`config.mk`:
```
export PLATFORM = sky130hd
export DESIGN_NAME = insn_cycle_ctrl
export DESIGN_NICKNAME = d
export VERILOG_FILES = /design/src/rtl/icc_pkg.sv /design/src/rtl/icc_seq.sv /design/src/rtl/icc_decode.sv /design/src/rtl/icc_regs.sv /design/src/rtl/insn_cycle_ctrl.sv
export SDC_FILE = /design/constraint.sdc
export NUM_CORES = 1
export LEC_CHECK = 0
export BUFFER_PORTS_ARGS = -buffer_cell sky130_fd_sc_hd__buf_2
export CAP_MARGIN = 20
export CORE_MARGIN = 10
export CORE_UTILIZATION = 50
export DETAILED_ROUTE_END_ITERATION = 8
export PLACE_DENSITY = 0.8
export SETUP_SLACK_MARGIN = 0.5
export SLEW_MARGIN = 20
export SYNTH_ARGS = -nofsm -noshare
export SYNTH_HDL_FRONTEND = slang
export SYNTH_HIERARCHICAL = 1
export SYNTH_SLANG_ARGS = --single-unit
```
`constraint.sdc`:
```
create_clock -name clk_i -period 2.1 [get_ports clk_i]
set_input_delay 0.21 -clock clk_i [delete_from_list [all_inputs] [get_ports clk_i]]
set_output_delay 0.21 -clock clk_i [all_outputs]
set_load 0.01 [all_outputs]
```
`src/rtl/icc_pkg.sv`:
```
package icc_pkg;
  typedef enum logic [2:0] {
    ST_T0   = 3'd0,
    ST_T1   = 3'd1,
    ST_T2   = 3'd2,
    ST_T3   = 3'd3,
    ST_WAIT = 3'd4
  } sc_e;
endpackage

```
`src/rtl/icc_seq.sv`:
```
module icc_seq
  import icc_pkg::*;
(
  input  logic       clk_i,
  input  logic       rst_ni,
  input  logic       exec_done_i,
  input  logic       halt_i,
  output sc_e        sc_o,
  output logic [3:0] timing_o,
  output logic       done_o
);
  sc_e  sc_q, sc_d;
  logic done_q;

  always_comb begin
    sc_d = sc_q;
    unique case (sc_q)
      ST_T0:   sc_d = ST_T1;
      ST_T1:   sc_d = ST_T2;
      ST_T2:   sc_d = ST_T3;
      ST_T3:   sc_d = ST_WAIT;
      ST_WAIT: if (exec_done_i && !halt_i) sc_d = ST_T0;
      default: sc_d = ST_T0;
    endcase
  end

  always_ff @(posedge clk_i or negedge rst_ni) begin
    if (!rst_ni) begin
      sc_q   <= ST_T0;
      done_q <= 1'b0;
    end else begin
      sc_q   <= sc_d;
      done_q <= (sc_q == ST_T3);
    end
  end

  for (genvar t = 0; t < 4; t++) begin : g_tim
    assign timing_o[t] = (sc_q == sc_e'(t));
  end

  assign sc_o   = sc_q;
  assign done_o = done_q;


  tim_onehot_chk: assert property (@(posedge clk_i) disable iff (!rst_ni)
    $onehot0(timing_o));

  t3_to_wait_chk: assert property (@(posedge clk_i) disable iff (!rst_ni)
    timing_o[3] |=> (timing_o == 4'b0000));

  done_pulse_chk: assert property (@(posedge clk_i) disable iff (!rst_ni)
    done_o |=> !done_o);

  halt_idle_chk: assert property (@(posedge clk_i) disable iff (!rst_ni)
    (sc_q == ST_WAIT && halt_i) |=> (timing_o == 4'b0000));

  resume_chk: assert property (@(posedge clk_i) disable iff (!rst_ni)
    (sc_q == ST_WAIT && exec_done_i && !halt_i) |=> timing_o[0]);
endmodule

```
`src/rtl/icc_decode.sv`:
```
module icc_decode #(
  parameter int unsigned OPW = 3,
  localparam int unsigned DW = 1 << OPW
) (
  input  logic [OPW-1:0] op_i,
  output logic [DW-1:0]  dec_o
);
  for (genvar k = 0; k < DW; k++) begin : g_dec
    assign dec_o[k] = (op_i == OPW'(k));
  end


  always_comb dec_onehot_chk: assert ($onehot(dec_o));
endmodule

```
`src/rtl/icc_regs.sv`:
```
module icc_regs
  import icc_pkg::*;
#(
  parameter int unsigned AW  = 12,
  parameter int unsigned OPW = 3,
  localparam int unsigned WW = AW + OPW + 1,
  localparam int unsigned DW = 1 << OPW
) (
  input  logic           clk_i,
  input  logic           rst_ni,
  input  sc_e            sc_i,
  input  logic [WW-1:0]  mem_rdata_i,
  input  logic [DW-1:0]  dec_next_i,
  output logic [OPW-1:0] op_o,
  output logic           mem_rd_o,
  output logic [AW-1:0]  mem_addr_o,
  output logic [AW-1:0]  pc_o,
  output logic [AW-1:0]  ar_o,
  output logic [WW-1:0]  ir_o,
  output logic           ind_o,
  output logic [DW-1:0]  dec_o
);
  logic [AW-1:0] pc_q, ar_q;
  logic [WW-1:0] ir_q;
  logic          ind_q;
  logic [DW-1:0] dec_q;
  logic          ir_memref, ir_ind;

  assign op_o      = ir_q[WW-2 -: OPW];
  assign ir_ind    = ir_q[WW-1];
  assign ir_memref = (op_o != {OPW{1'b1}});

  // address is issued one cycle ahead of the register that takes the data
  assign mem_rd_o   = (sc_i == ST_T0) || (sc_i == ST_T2 && ir_memref && ir_ind);
  assign mem_addr_o = (sc_i == ST_T0) ? pc_q : ir_q[AW-1:0];

  always_ff @(posedge clk_i or negedge rst_ni) begin
    if (!rst_ni) begin
      pc_q  <= '0;
      ar_q  <= '0;
      ir_q  <= '0;
      ind_q <= 1'b0;
      dec_q <= '0;
    end else begin
      unique case (sc_i)
        ST_T0: ar_q <= pc_q;
        ST_T1: begin
          ir_q <= mem_rdata_i;
          pc_q <= pc_q + AW'(1);
        end
        ST_T2: begin
          dec_q <= dec_next_i;
          ar_q  <= ir_q[AW-1:0];
          ind_q <= ir_ind;
        end
        ST_T3: if (!dec_q[DW-1] && ind_q) ar_q <= mem_rdata_i[AW-1:0];
        default: ;
      endcase
    end
  end

  assign pc_o  = pc_q;
  assign ar_o  = ar_q;
  assign ir_o  = ir_q;
  assign ind_o = ind_q;
  assign dec_o = dec_q;


  ar_from_pc_chk: assert property (@(posedge clk_i) disable iff (!rst_ni)
    (sc_i == ST_T0) |=> (ar_q == $past(pc_q)));

  pc_step_chk: assert property (@(posedge clk_i) disable iff (!rst_ni)
    (sc_i == ST_T1) |=> (pc_q == $past(pc_q) + AW'(1)));

  pc_hold_chk: assert property (@(posedge clk_i) disable iff (!rst_ni)
    (sc_i == ST_WAIT) |=> $stable(pc_q));

  rd_window_chk: assert property (@(posedge clk_i) disable iff (!rst_ni)
    mem_rd_o |-> (sc_i == ST_T0 || sc_i == ST_T2));

  ar_keep_chk: assert property (@(posedge clk_i) disable iff (!rst_ni)
    (sc_i == ST_T3 && !(ind_q && !dec_q[DW-1])) |=> $stable(ar_q));
endmodule

```
`src/rtl/insn_cycle_ctrl.sv`:
```
module insn_cycle_ctrl
  import icc_pkg::*;
#(
  parameter int unsigned AW  = 12,
  parameter int unsigned OPW = 3,
  localparam int unsigned WW = AW + OPW + 1,
  localparam int unsigned DW = 1 << OPW
) (
  input  logic          clk_i,
  input  logic          rst_ni,
  input  logic          exec_done_i,
  input  logic          halt_i,
  output logic          mem_rd_o,
  output logic [AW-1:0] mem_addr_o,
  input  logic [WW-1:0] mem_rdata_i,
  output logic [3:0]    timing_o,
  output logic [DW-1:0] dec_o,
  output logic [1:0]    class_o,
  output logic          decode_done_o,
  output logic [AW-1:0] pc_o,
  output logic [AW-1:0] ar_o,
  output logic [WW-1:0] ir_o,
  output logic          ind_o
);
  sc_e            sc;
  logic [OPW-1:0] op;
  logic [DW-1:0]  dec_next;

  icc_seq u_seq (
    .clk_i       (clk_i),
    .rst_ni      (rst_ni),
    .exec_done_i (exec_done_i),
    .halt_i      (halt_i),
    .sc_o        (sc),
    .timing_o    (timing_o),
    .done_o      (decode_done_o)
  );

  icc_decode #(.OPW(OPW)) u_dec (
    .op_i  (op),
    .dec_o (dec_next)
  );

  icc_regs #(.AW(AW), .OPW(OPW)) u_regs (
    .clk_i       (clk_i),
    .rst_ni      (rst_ni),
    .sc_i        (sc),
    .mem_rdata_i (mem_rdata_i),
    .dec_next_i  (dec_next),
    .op_o        (op),
    .mem_rd_o    (mem_rd_o),
    .mem_addr_o  (mem_addr_o),
    .pc_o        (pc_o),
    .ar_o        (ar_o),
    .ir_o        (ir_o),
    .ind_o       (ind_o),
    .dec_o       (dec_o)
  );

  assign class_o = {dec_o[DW-1], ind_o};


  class_io_chk: assert property (@(posedge clk_i) disable iff (!rst_ni)
    decode_done_o |-> (class_o[1] == (ir_o[WW-2 -: OPW] == {OPW{1'b1}})));

  ind_src_chk: assert property (@(posedge clk_i) disable iff (!rst_ni)
    decode_done_o |-> (ind_o == ir_o[WW-1]));
endmodule

```
==> results of run 1 <==
==> cell type report <==
class                           count  area [um^2]  share of cell area, %
Sequential cell                    53         1330                   38.2
Multi-Input combinational cell    154         1240                   35.6
Timing Repair Buffer              115          743                   21.3
Tap cell                           70         87.6                   2.52
Clock buffer                        6         72.6                   2.08
Clock inverter                      2         10.0                  0.287
==> sequential cells by signal, indices dropped and copies added (netlist names) <==
name and flops:
u_regs/dec_o 8, u_regs/ind_o 1, u_regs/ir_o 16, u_regs/pc_o 12
u_seq/sc_o 3, u_seq/done_o 1, u_regs/ar_o 12
==> cell usage in the layout, fill, tap and decap left out, types with 2 or more instances in the layout <==
cell type   n
and3b_2     3
xnor2_1     8
nor3b_4     2
buf_12      2
o21ai_1     3
clkinv_2    2
nor3b_1     3
mux2_2     37
nand3_1     5
buf_6      14
buf_4      12
buf_8       2
clkbuf_8    5
xor2_1      3
a21oi_1    12
nand2b_1    2
dfrtp_2     3
nand2_1    16
mux2i_1    11
nor2_1     16
dfrtp_1    50
nor3_1      3
o21ai_0     9
buf_2      85
==> cells by family (layout without fill, tap and decap cells) <==
kind of cell	Yosys count	count (layout)	share of synthesized area, %
simple gates	64	64	13.4
flops	53	53	51.3
mux	50	50	21.2
compound gates	27	27	5.62
buf+inv	16	123	3.87
xor+xnor	12	12	4.07
fa+ha+maj	1	1	0.484
==> path summary, 6_finish.rpt <==
kind	to	slack, ns	depth (start not counted)
min in group clk_i	u_regs/ir_o[12]$_DFFE_PN0N_	0.14	2
max in group asynchronous	u_regs/ar_o[11]$_DFFE_PN0P_	1.47	2
max reg2reg	u_regs/ir_o[11]$_DFFE_PN0N_	0.36	6
min reg2reg	u_regs/ar_o[11]$_DFFE_PN0P_	0.48	2
max	mem_addr_o[7]	0.21	4
min	u_regs/ir_o[15]$_DFFE_PN0N_	-0.02	1
==> through the flow <==
step | instances | setup slack (ns) | hold slack, ns | power, mW
after floorplan | 223 | 0.495 | -0.0856 | 3.68
after global placement | 374 | 0.395 | 0.326 | 4.60
after detailed placement | 374 | 0.355 | 0.340 | 4.67
after CTS | 395 | 0.220 | 0.00505 | 5.54
after global routing | 400 | 0.133 | 0.0258 | 6.27
final | 400 | 0.214 | -0.0244 | 5.85
==> repair_timing <==
item / 4_1_cts / 5_1_grt
pin swaps: 3 / 7
setup buffers: 12 / 5
endpoints found under the setup margin: 44 / 52
gates resized for setup: 11 / 27
gates cloned: 1 / 0
==> routing by layer <==
layer	vias to the layer above	global-route usage, %	wire [um]
met4	0	4.37	95
met3	8	4.40	423
met5	-	0	0
met2	69	25.9	3620
met1	1012	20.7	3080
li1	993	-	-
==> power by group through the flow <==
stage / registers [mW] / clock network (mW) / logic [mW]
2_1_floorplan: 1.96 / 0 / 1.72
3_3_place_gp: 1.87 / 0 / 2.73
3_5_place_dp: 1.90 / 0 / 2.77
4_1_cts: 1.84 / 0.567 / 3.14
5_1_grt: 1.94 / 0.615 / 3.72
6_report: 1.85 / 0.556 / 3.44
==> worst max-delay path: cells and delay by family (launching register included) <==
family        cells  cell delay, ns
mux               1            0.33
simple gates      1            0.27
flops             1            0.44
buf+inv           2            0.32
==> summary.md, run 1 <==
| Metric | Value |
|---|---|
| Final ANT Viol Nets | `0` |
| Fmax | `0.530 GHz` |
| Worst skew pair latency | `0.30 ns` |
| Antenna violations before repair | `0` |
| Worst R2R Start | `u_seq/sc_o[2]$_DFFE_PN0P_` |
| Worst-path clk slew | `0.09 ns` |
| Warnings from Yosys | `6` |
| Final setup fails | `0` |
| Overall Global Routing Usage | `16.1%` |
| Critical Path Max Stage Delay | `0.44 ns` |
| Post-synthesis sequential area ratio | `51.3%` |
| Crit Path Max Fanout | `10` |
| Final min period | `1.89 ns` |
| Crit Path Class | `register to output port` |
| Final worst-path cycle share | `89.8%` |
| Hold Violations, Final | `33` |
| Outcome | `finished with violations` |
| Crit path cell chain | `nor3_4 -> buf_12 -> mux2_2 -> buf_2` |
| Setup crit start kind | `register` |
| Post-Syn Nets | `244` |
| Distinct cells, synth | `34` |
| Port bufs | `88` |
| Net Sw Frac | `40.8%` |
| Slew Limit Fails | `0` |
| Via count | `2,082` |
| HP Class | `primary input to async pin` |
| RSZ-0062 raised after global routing | `yes` |
| Area leader, netlist | `dfrtp_1` |
| Logic gate share of total power | `58.8%` |
| Initial DRC count | `197` |
| Die width | `91.9 um` |
| Synth cell count leaders | `53 x dfrtp_1, 38 x mux2_2, 17 x nor2_1` |
| Vias in the first global route | `2,073` |
| Core Box Area | `0.00507 mm^2` |
| Finished Core Util | `68.6%` |
| Num Clock Sinks | `53` |
| P_leak | `1.72 nW` |
| Die area | `0.00844 mm^2` |
| H-tree depth | `2` |
| Cell Area, Placed | `0.00310 mm^2` |
| Share of layout cells above drive strength 1 | `55.2%` |
| Total CTS buffers | `5` |
| Initial core utilization | `50.9%` |
| Internal power | `3.47 mW` |
| TNS Setup | `0 ns` |
| MaxCap Viol Count | `0` |
| Sw Pwr | `2.39 mW` |
| TritonCTS clock tree | `done` |
| Cts hold-fix bufs | `0` |
| Largest net degree at the start of global routing | `36` |
| Synth Flop Type | `dfrtp_1` |
| CTS Root Buffer Type | `clkbuf_8` |
| Drt pass-1 iters | `4` |
| Slowest-stage cell, CP | `dfrtp_2` |
| Placer congestion estimate | `0.747` |
| Rows | `26` |
| Wirelength per Cell | `18.1 um` |
| Clock Skew | `0.00691 ns` |
| Sequential share of power | `31.7%` |
| Worst-Margin Slew | `0.780 ns` |
| Area contributors post-synth | `dfrtp_1 51%, mux2_2 17%, mux2i_1 4.6%` |
| Avg Synthesized Cell Area | `11.6 um^2` |
| Maximum root-to-sink buffer count | `2` |
| HPWL Detailed | `4870 um` |
| Nets | `350` |
| Register bit count reported by yosys | `53` |
| Most common cell in the netlist | `dfrtp_1` |
| Crit path DAT | `1.68 ns` |
| Global-route wire length before repair | `11,100 um` |
| Data required, critical path | `1.89 ns` |
| Layout Area Growth over Synthesis | `34.8%` |
| Failing checks | `hold timing` |
| Synth top area share | `51.3%` |
| Share of flip-flops with an asynchronous set or reset | `100%` |
| Final Cell Area | `0.00348 mm^2` |
| Die Y | `91.9 um` |
| Detailed Route WL | `7220 um` |
| Fillers | `397` |
| Vias per cell | `5.21` |
| Slew HR | `48.0%` |
| Cell area power density | `1680 mW/mm^2` |
| Syn Std Cell Area | `0.00258 mm^2` |
| CP Capture Type | `output port` |
| Setup crit start | `u_seq/sc_o[2]$_DFFE_PN0P_` |
| Peak supply drop | `859 uV` |
| Clk network pwr share | `9.5%` |
| Total inserted antenna cells | `0` |
| Grt total ovfl | `0` |
| Gate Count Post-Synth | `223` |
| Post-synth EDFFs | `0` |
| WHS | `-0.0244 ns` |
| DRC viols | `0` |
| Ports | `89` |
No activity file was read; power rests on OpenSTA's default activity.
==> run 2: changes to the inputs <==
--- a/config.mk
+++ b/config.mk
@@ -7,11 +7,11 @@
 export LEC_CHECK = 0
 export BUFFER_PORTS_ARGS = -buffer_cell sky130_fd_sc_hd__buf_2
 export CAP_MARGIN = 20
+export CORE_ASPECT_RATIO = 1.1
 export CORE_MARGIN = 10
 export CORE_UTILIZATION = 50
 export DETAILED_ROUTE_END_ITERATION = 8
 export PLACE_DENSITY = 0.8
-export SETUP_SLACK_MARGIN = 0.5
 export SLEW_MARGIN = 20
 export SYNTH_ARGS = -nofsm -noshare
 export SYNTH_HDL_FRONTEND = slang
==> summary.md, run 2 (same netlist as run 1, synthesis figures left out) <==
| Metric | Value |
|---|---|
| Outcome | `complete, no violations` |
| Num Clock Sinks | `53 (unchanged)` |
| Maximum root-to-sink buffer count | `2 (unchanged)` |
| Fmax | `0.499 GHz (-5.9%)` |
| Total inserted antenna cells | `0 (unchanged)` |
| Data required, critical path | `1.89 ns (about the same)` |
| Crit path cell chain | `nor3_2 -> buf_4 -> mux2_2 -> buf_2` |
| Layout Area Growth over Synthesis | `23.0%` |
| Internal power | `3.02 mW (-13%)` |
| Crit-path leading delay family | `flip-flops` |
| Placer congestion estimate | `0.824 (+10%)` |
| Max reg flops | `16 (unchanged)` |
| Clock Skew | `0.00382 ns (-0.00309 ns)` |
| Fillers | `414 (+4.3%)` |
| TNS Setup | `0 ns (unchanged)` |
| Final min period | `2.00 ns (+0.118 ns)` |
| Via count | `1,951 (-6.3%)` |
| Ports | `89 (unchanged)` |
| Core Box Area | `0.00500 mm^2 (-1.5%)` |
| Antenna violations before repair | `0 (unchanged)` |
| Sw Pwr | `2.16 mW (-9.5%)` |
| Slew Limit Fails | `0 (unchanged)` |
| Drt pass-1 iters | `4 (unchanged)` |
| Commonest cells after routing, fill and taps aside | `88 x buf_2, 52 x dfrtp_1, 38 x mux2_2, 17 x nor2_1, 16 x nand2_1` |
| Net Sw Frac | `41.7% (+0.94 points)` |
| Logic gate share of total power | `52.8% (-6.0 points)` |
| Die width | `88.5 um (-3.6%)` |
| Global-route wire length before repair | `10,100 um (-9.1%)` |
| Die area | `0.00845 mm^2 (about the same)` |
| P_leak | `1.59 nW (-7.3%)` |
| Clk network pwr share | `10.8% (+1.3 points)` |
| MaxCap Viol Count | `0 (unchanged)` |
| Cell area power density | `1630 mW/mm^2 (-3.1%)` |
| Nets | `335 (-4.3%)` |
| H-tree depth | `2 (unchanged)` |
| Wirelength per Cell | `17.2 um (-5.0%)` |
| HP Class | `primary input to register` |
| Worst-Margin Slew | `0.407 ns (-0.373 ns)` |
| Detailed Route WL | `6400 um (-11%)` |
| Rows | `27 (+3.8%)` |
| Vias per cell | `5.23 (+0.49%)` |
| Slowest-stage cell, CP | `dfrtp_1` |
| Vias in the first global route | `2,001 (-3.5%)` |
| Crit Path Max Fanout | `10 (unchanged)` |
| CP bufs+invs | `2 (unchanged)` |
| Worst skew pair latency | `0.30 ns (about the same)` |
| DRC viols | `0 (unchanged)` |
| RSZ-0062 raised after global routing | `no` |
| CTS Root Buffer Type | `clkbuf_8` |
| Initial core utilization | `51.7% (+0.76 points)` |
| Crit Path Class | `register to output port` |
| Initial DRC count | `159 (-19%)` |
| Port bufs | `88 (unchanged)` |
| Final setup fails | `0 (unchanged)` |
| Sequential share of power | `36.4% (+4.7 points)` |
| Most common cell after layout, fill and taps aside | `buf_2` |
| Final ANT Viol Nets | `0 (unchanged)` |
| Hold Violations, Final | `0 (-100%)` |
| Worst-path clk slew | `0.09 ns (about the same)` |
| CP Capture Type | `output port` |
| Share of layout cells above drive strength 1 | `48.6% (-6.6 points)` |
| Final worst-path cycle share | `95.4% (+5.6 points)` |
| Setup crit start kind | `register` |
| HPWL Detailed | `5000 um (+2.6%)` |
| Critical Path Max Stage Delay | `0.52 ns (+0.08 ns)` |
| Total CTS buffers | `5 (unchanged)` |
| Crit path DAT | `1.79 ns (+0.11 ns)` |
| Grt total ovfl | `0 (unchanged)` |
| Finished Core Util | `63.6% (-5.1 points)` |
| Slew HR | `72.9% (+25 points)` |
| TritonCTS clock tree | `done` |
| Largest net degree at the start of global routing | `29 (-19%)` |
| Peak supply drop | `954 uV (+11%)` |
| Die Y | `95.4 um (+3.8%)` |
| Overall Global Routing Usage | `15.3% (-0.73 points)` |
run 2: cell types whose count changed in the layout (fill, tap and decap cells not counted), moves of 2 or more:
cell / delta
buf_8: -2
dfrtp_1: +2
clkinvlp_4: +2
clkinv_2: -2
buf_2: +3
buf_6: -14
dfrtp_2: -2
buf_12: -2
nor3b_1: +2
run 2: final timing paths:
kind	start	endpoint	slack [ns]	cells after the start
min	mem_rdata_i[14]	u_regs/ir_o[14]$_DFFE_PN0N_	0.14	2
min in group asynchronous	rst_ni	u_regs/ar_o[3]$_DFFE_PN0P_	0.28	2
max	u_seq/sc_o[0]$_DFFE_PN0P_	mem_addr_o[9]	0.1	4
max in group asynchronous	rst_ni	u_seq/sc_o[1]$_DFFE_PN0P_	1.20	3
min reg2reg	u_regs/ar_o[0]$_DFFE_PN0P_	u_regs/ar_o[0]$_DFFE_PN0P_	0.48	2
max reg2reg	u_seq/sc_o[0]$_DFFE_PN0P_	u_regs/ir_o[5]$_DFFE_PN0N_	0.41	3
run 2: worst register-to-register path, delay by kind of cell, from the launching register on:
kind,cells,cell delay (ns)
flops,1,0.57
mux,1,0.37
simple gates,1,0.36
buf+inv,1,0.28
run 2: power by group through the flow:
stage | registers, mW | logic, mW | clock network, mW
after floorplan | 1.95 | 1.70 | 0
after global placement | 1.88 | 2.71 | 0
after detailed placement | 1.91 | 2.77 | 0
after CTS | 1.89 | 2.78 | 0.578
after global routing | 1.97 | 2.98 | 0.628
final | 1.89 | 2.73 | 0.559
run 2: area by class of cell:
class	count	area, um^2	share of cell area, %
multi-input combinational	154	1160	36.4
timing repair buffer	100	533	16.8
tap	58	72.6	2.28
clock inverter	2	15.0	0.472
sequential	53	1330	41.8
clock buffer	6	72.6	2.28
run 2: timing repair:
action / 4_1_cts / 5_1_grt
hold buffers: 1 / 0
buffers inserted: 0 / 0
endpoints found under the hold margin: 7 / 0
gates resized for setup: 0 / 1
endpoints found under the setup margin: 0 / 5
run 2: per-stage QoR:
step                      setup slack [ns]  cell area [um^2]  hold slack [ns]  cells  total power [mW]
after CTS                           0.0585              3180            0.128    373              5.24
after detailed placement             0.400              3080           0.0689    364              4.68
after floorplan                      0.429              2580          -0.0856    223              3.66
after global routing                0.0326              3180            0.120    373              5.58
final                               0.0963              3180            0.137    373              5.18
after global placement               0.455              3080           0.0647    364              4.59
run 2: layer usage:
layer,vias up,part of all wire [%],track usage (%)
met3,6,7.1,5.20
met2,52,50,25.6
met5,-,0,0
li1,956,-,-
met1,937,42,18.6
met4,0,0.84,3.64
